File: config.mk
export PLATFORM = sky130hd
export DESIGN_NAME = memnet_bridge
export DESIGN_NICKNAME = d
export VERILOG_FILES = /design/src/rtl/mnb_pkg.sv /design/src/rtl/mnb_decode.sv /design/src/rtl/mnb_tx.sv /design/src/rtl/mnb_rx.sv /design/src/rtl/memnet_bridge.sv
export SDC_FILE = /design/constraint.sdc
export NUM_CORES = 1
export LEC_CHECK = 0
export BUFFER_PORTS_ARGS = -buffer_cell sky130_fd_sc_hd__clkbuf_2
export CORE_UTILIZATION = 35
export DETAILED_ROUTE_END_ITERATION = 8
export PLACE_DENSITY = 0.74
export SYNTH_ARGS = -nofsm -noshare
export SYNTH_HDL_FRONTEND = slang
export SYNTH_SLANG_ARGS = --single-unit
File: constraint.sdc
create_clock -name clk -period 1.61 [get_ports clk]
set_input_delay 0.161 -clock clk [delete_from_list [all_inputs] [get_ports clk]]
set_output_delay 0.161 -clock clk [all_outputs]
set_load 0.05 [all_outputs]
File: src/rtl/mnb_pkg.sv
package mnb_pkg;
    localparam int WORD_W = 32;
    localparam int NODE_W = 8;

    typedef enum logic [1:0] {
        SEL_MEM  = 2'd0,
        SEL_STAT = 2'd1,
        SEL_DATA = 2'd2
    } sel_e;

    typedef struct packed {
        logic [15:0]       pad_hi;
        logic [NODE_W-1:0] node;
        logic [5:0]        pad_lo;
        logic              rx_full;
        logic              tx_busy;
    } stat_word_t;

    function automatic logic [WORD_W-1:0] pack_status(
        input logic [NODE_W-1:0] node,
        input logic              rx_full,
        input logic              tx_busy
    );
        stat_word_t s;
        s         = '0;
        s.node    = node;
        s.rx_full = rx_full;
        s.tx_busy = tx_busy;
        return s;
    endfunction

    function automatic logic [NODE_W-1:0] status_node(input logic [WORD_W-1:0] w);
        stat_word_t s;
        s = w;
        return s.node;
    endfunction

    function automatic logic status_go(input logic [WORD_W-1:0] w);
        stat_word_t s;
        s = w;
        return s.tx_busy;
    endfunction
endpackage

File: src/rtl/mnb_decode.sv
module mnb_decode #(
    parameter int AW = 16
) (
    input  logic          cpu_req,
    input  logic          cpu_we,
    input  logic [AW-1:0] cpu_addr,
    output mnb_pkg::sel_e sel,
    output logic          wr_stat,
    output logic          wr_data,
    output logic          rd_data,
    output logic          mem_req
);
    localparam int WA = AW - 2;
    localparam logic [WA-1:0] DATA_WA = {WA{1'b1}};
    localparam logic [WA-1:0] STAT_WA = DATA_WA - 1'b1;

    logic [WA-1:0] wa;
    assign wa = cpu_addr[AW-1:2];

    always_comb begin
        if (wa == DATA_WA)      sel = mnb_pkg::SEL_DATA;
        else if (wa == STAT_WA) sel = mnb_pkg::SEL_STAT;
        else                    sel = mnb_pkg::SEL_MEM;
    end

    assign wr_stat = cpu_req &&  cpu_we && (sel == mnb_pkg::SEL_STAT);
    assign wr_data = cpu_req &&  cpu_we && (sel == mnb_pkg::SEL_DATA);
    assign rd_data = cpu_req && !cpu_we && (sel == mnb_pkg::SEL_DATA);
    assign mem_req = cpu_req && (sel == mnb_pkg::SEL_MEM);
endmodule

File: src/rtl/mnb_tx.sv
module mnb_tx
    import mnb_pkg::*;
(
    input  logic              clk,
    input  logic              rst,
    input  logic              wr_data,
    input  logic              wr_stat,
    input  logic [WORD_W-1:0] wdata,
    input  logic              tx_ready,
    output logic              tx_valid,
    output logic [NODE_W-1:0] tx_dest,
    output logic [WORD_W-1:0] tx_data
);
    logic              busy_q;
    logic [NODE_W-1:0] node_q;
    logic [WORD_W-1:0] pay_q;

    always_ff @(posedge clk) begin
        if (rst) begin
            busy_q <= 1'b0;
            node_q <= '0;
            pay_q  <= '0;
        end else if (busy_q) begin
            if (tx_ready) busy_q <= 1'b0;
        end else begin
            if (wr_data) pay_q <= wdata;
            if (wr_stat) begin
                node_q <= status_node(wdata);
                busy_q <= status_go(wdata);
            end
        end
    end

    assign tx_valid = busy_q;
    assign tx_dest  = node_q;
    assign tx_data  = pay_q;
endmodule

File: src/rtl/mnb_rx.sv
module mnb_rx
    import mnb_pkg::*;
(
    input  logic              clk,
    input  logic              rst,
    input  logic              rx_valid,
    input  logic [WORD_W-1:0] rx_data,
    input  logic              take,
    output logic              rx_ready,
    output logic              full,
    output logic [WORD_W-1:0] held
);
    logic              full_q;
    logic [WORD_W-1:0] held_q;

    always_ff @(posedge clk) begin
        if (rst) begin
            full_q <= 1'b0;
            held_q <= '0;
        end else if (full_q) begin
            if (take) full_q <= 1'b0;
        end else if (rx_valid) begin
            full_q <= 1'b1;
            held_q <= rx_data;
        end
    end

    assign rx_ready = !full_q;
    assign full     = full_q;
    assign held     = held_q;
endmodule

File: src/rtl/memnet_bridge.sv
module memnet_bridge
    import mnb_pkg::*;
#(
    parameter int AW = 16
) (
    input  logic              clk,
    input  logic              rst,
    input  logic              cpu_req,
    input  logic              cpu_we,
    input  logic [AW-1:0]     cpu_addr,
    input  logic [WORD_W-1:0] cpu_wdata,
    output logic [WORD_W-1:0] cpu_rdata,
    output logic              mem_req,
    output logic              mem_we,
    output logic [AW-1:0]     mem_addr,
    output logic [WORD_W-1:0] mem_wdata,
    input  logic [WORD_W-1:0] mem_rdata,
    output logic              tx_valid,
    input  logic              tx_ready,
    output logic [NODE_W-1:0] tx_dest,
    output logic [WORD_W-1:0] tx_data,
    input  logic              rx_valid,
    output logic              rx_ready,
    input  logic [WORD_W-1:0] rx_data
);
    sel_e              sel;
    logic              wr_stat, wr_data, rd_data;
    logic              rx_full;
    logic [WORD_W-1:0] rx_held;

    mnb_decode #(.AW(AW)) u_dec (
        .cpu_req (cpu_req),
        .cpu_we  (cpu_we),
        .cpu_addr(cpu_addr),
        .sel     (sel),
        .wr_stat (wr_stat),
        .wr_data (wr_data),
        .rd_data (rd_data),
        .mem_req (mem_req)
    );

    mnb_tx u_tx (
        .clk     (clk),
        .rst     (rst),
        .wr_data (wr_data),
        .wr_stat (wr_stat),
        .wdata   (cpu_wdata),
        .tx_ready(tx_ready),
        .tx_valid(tx_valid),
        .tx_dest (tx_dest),
        .tx_data (tx_data)
    );

    mnb_rx u_rx (
        .clk     (clk),
        .rst     (rst),
        .rx_valid(rx_valid),
        .rx_data (rx_data),
        .take    (rd_data),
        .rx_ready(rx_ready),
        .full    (rx_full),
        .held    (rx_held)
    );

    assign mem_we    = cpu_we;
    assign mem_addr  = cpu_addr;
    assign mem_wdata = cpu_wdata;

    always_comb begin
        case (sel)
            SEL_DATA: cpu_rdata = rx_held;
            SEL_STAT: cpu_rdata = pack_status(tx_dest, rx_full, tx_valid);
            default:  cpu_rdata = mem_rdata;
        endcase
    end
endmodule

==> results.yml <==
timing:
  timing.slew.headroom_pct: 70.7
  drv_slew: 0
  setup_violation_total_in_the_final_timing_report: 33
  rsz0062_at_grt: "true"
  max_freq_ghz: 0.580
  worstMarginPinSlew_ns: 0.428
  fin_worst_skew_ns: 0.0105
  min_period_over_period_pct: 107
  worst_slack_ns: -0.113
  report.final.hold_viol_count: 0
  layout_min_cycle_time_ns: 1.72
clocking:
  clock_latency_of_the_later_clocked_register_in_the_worst_skew_pair_ns: 0.34
  cts.path.max_buffers: 2
  tritoncts_clock_tree: "yes"
  cts.sink_count: 74
  cts-htree-levels: 3
  cts.hold.buffers_added: 0
  clk_pin_slew_worst_paths_ns: 0.08
  cts-root-buf: "sky130_fd_sc_hd__clkbuf_8"
  cts-buffers-inserted: 9
cells_and_area:
  register_area_sq_um: 1480
  multiInputGateArea_sq_um: 1930
  syn2layout_area_growth_pct: 53.8
  diodes: 0
  n_fill_cell: 954
  layout-drive-gt1-share_pct: 49.2
  design.final.nets: 800
  finish.instance_area_sq_um: 5730
floorplan:
  dieArea_sq_um: 11100
  dieWidth_um: 105
  die_h_um: 105
  std_cell_rows: 37
  initial_utilization_pct: 36.1
  core-area_sq_um: 10300
  boundaryPins: 242
logic_synthesis:
  synth_edf_count: 0
  post-synth-top-count-cell: "sky130_fd_sc_hd__nand2_1"
  synth_top_area_share_pct: 39.8
  seq_total_area_yosys_pct: 39.8
  synthCells: 504
  synth-async-reset-ratio_pct: 0
  ys_top_cells_by_count: "sky130_fd_sc_hd__nand2_1 (122), sky130_fd_sc_hd__a21oi_1 (74), sky130_fd_sc_hd__dfxtp_1 (74), sky130_fd_sc_hd__buf_4 (49), sky130_fd_sc_hd__nand4_1 (42)"
  ys_seq_elements: 74
  synth_fp_nets: 622
  syn-cell-area_sq_um: 3720
  synth.lib_cells_used.distinct: 21
  synth_area_leader_cell: "sky130_fd_sc_hd__dfxtp_1"
  most_used_flip_flop_cell_after_synthesis: "sky130_fd_sc_hd__dfxtp_1"
  yosys_warnings: 0
  synth_top_cells_by_area: "sky130_fd_sc_hd__dfxtp_1 (40%), sky130_fd_sc_hd__nand2_1 (12%), sky130_fd_sc_hd__a21oi_1 (9.9%)"
  postSynthAreaPerCell_sq_um: 7.39
route:
  drt-vias-per-instance: 5.19
  drt_iter0_drc: 219
  route.antenna.remaining_nets: 0
  drc: 0
  routedWlPerCell_um: 15.8
  drt_pass1_iterations: 5
  dr_total_vias: 4271
  overall_routed_net_length_um: 13000
worst_setup_path:
  worstReg2RegStart: "u_tx.tx_valid"
  reg2reg_slack_ns: 0.31
  critPathCapture: "mem_req"
  critical_path_class: "input port to output pin"
  crit_start: "cpu_addr[9]"
  critical_path_arrival_ns: 1.56
  timing.reg2reg.worst_path_depth: 5
  crit_required_ns: 1.45
  critical_path.max_fanout: 8
  timing.critical_path.from_type: "input port"
  regToRegEndpoint: "u_tx.tx_data[0]"
  worst_setup_path_end_kind: "output pin"
power_and_ir_drop:
  sequentialPowerShare_pct: 40.0
  power_report.internal_total_mw: 3.34
  power.static_leakage_nw: 2.60
  max-vdd-ir-drop_uv: 367
  comb_power_share_pct: 23.4
  power.switching_mw: 1.44
  switching_share_pct: 30.1
  power-per-cell-area_nw_per_um2: 833
  p_total_mw: 4.77
  power.share.clock_pct: 36.7
global_routing:
  grt_max_degree: 75
  grt_pass1_vias: 3887
  overall_global_routing_usage_pct: 21.1
  use_met2_pct: 38.6
  initial_antenna_violation_count: 0
  groute.layer.met1.usage_pct: 24.2
  grt_overflow_total: 0
  grt_busiest_layer: "met2"
  global_route.usage.met3_pct: 4.87
  global_route_wire_length_before_repair_um: 18600
placed_design:
  place_area_sq_um: 4920
  post-dp-hpwl_um: 8640
  gp_routability_congestion: 0.820
  portBuffers: 237
  post-place-ws_ns: -0.128
hold_path:
  worst_hold_startpoint: "rx_data[12]"
  hold_path_depth: 3
  hp-class: "input port to flip-flop"
status:
  run_status: "finished with violations"
  failed_checks: "negative setup slack"
job:
  max_cap_violations: 0
## power by group through the flow
stage	clock [mW]	sequential [mW]	combinational [mW]
CTS	1.81	1.91	1.05
global placement	0	1.95	0.971
finish	1.75	1.91	1.11
floorplan	0	1.94	0.739
global route	1.90	1.91	1.17
detailed placement	0	1.95	0.983
## flip-flops by register name, indices dropped and copies added (netlist names)
name           cells
u_tx.tx_dest       8
u_rx.full          1
u_rx.held         32
u_tx.tx_valid      1
u_tx.tx_data      32
## per-layer routing
metal,routed length [um],vias to the layer above
met3,879,19
met2,6840,225
met4,162,0
met5,0,-
met1,5130,1985
li1,-,2042
## per-stage QoR
step | util, % | cells | hold slack (ns) | TNS (ns)
floorplan | - | 504 | 0.297 | -0.339
global placement | 47.6 | 802 | 0.322 | -2.88
detailed placement | 47.6 | 802 | 0.322 | -4.26
CTS | 52.6 | 818 | 0.0175 | -0.965
global route | 55.5 | 823 | 0.0100 | -3.12
finish | 55.5 | 823 | 0.0323 | -2.05
## worst min path at each step
stage,slack (ns),to
6_report,0.03,u_rx.held[12]
4_1_cts,0.02,u_rx.held[12]
3_3_place_gp,0.32,mem_addr[0]
2_1_floorplan,0.30,u_rx.held[0]
3_5_place_dp,0.32,mem_addr[0]
5_1_grt,0.01,u_rx.held[12]
## placed cells by master (no fill, tap or decap), types with 6 or more instances in the layout
cell / netlist / final
sky130_fd_sc_hd__clkbuf_2: 0 / 196
sky130_fd_sc_hd__nand2_1: 122 / 76
sky130_fd_sc_hd__a21oi_1: 74 / 74
sky130_fd_sc_hd__dfxtp_1: 74 / 74
sky130_fd_sc_hd__nand4_1: 42 / 42
sky130_fd_sc_hd__nand2_2: 0 / 40
sky130_fd_sc_hd__nand3_1: 24 / 24
sky130_fd_sc_hd__o21ai_0: 33 / 23
sky130_fd_sc_hd__buf_8: 0 / 23
sky130_fd_sc_hd__clkbuf_8: 0 / 19
sky130_fd_sc_hd__o21ai_1: 17 / 17
sky130_fd_sc_hd__buf_4: 49 / 16
sky130_fd_sc_hd__mux2i_1: 10 / 10
sky130_fd_sc_hd__o21ai_4: 0 / 10
sky130_fd_sc_hd__buf_6: 4 / 8
sky130_fd_sc_hd__buf_12: 0 / 7
sky130_fd_sc_hd__nand2_4: 0 / 6
## repair_timing
item / in CTS / in global routing
gates cloned: 0 / 5
buffers inserted: 0 / 0
gates resized for setup: 61 / 68
setup endpoints to repair: 33 / 33
pin swaps: 0 / 6
## critical path, cell delays in order
cell                       delay, ns
sky130_fd_sc_hd__buf_8          0.08
sky130_fd_sc_hd__nand4_4        0.09
sky130_fd_sc_hd__or4_4          0.65
sky130_fd_sc_hd__buf_4          0.23
sky130_fd_sc_hd__and2_1         0.17
sky130_fd_sc_hd__clkbuf_8       0.17
## layout make-up
cell class,instances,share of cell area (%)
multi-input combinational,333,33.6
inverter,1,0.0655
clock inverter,4,1.73
clock buffer,12,2.53
tap,136,2.97
sequential,74,25.9
timing repair buffer,263,33.2
## logic make-up (layout without fill, tap and decap cells)
kind of cell	after synthesis	in the layout	share of synthesized area [%]
AND/OR/NAND/NOR	198	198	24.9
AO/OA/AOI/OAI	125	125	16.9
buffers and inverters	97	280	15.8
flip-flops	74	74	39.8
multiplexers	10	10	2.69
No activity file was read; power rests on OpenSTA's default activity.
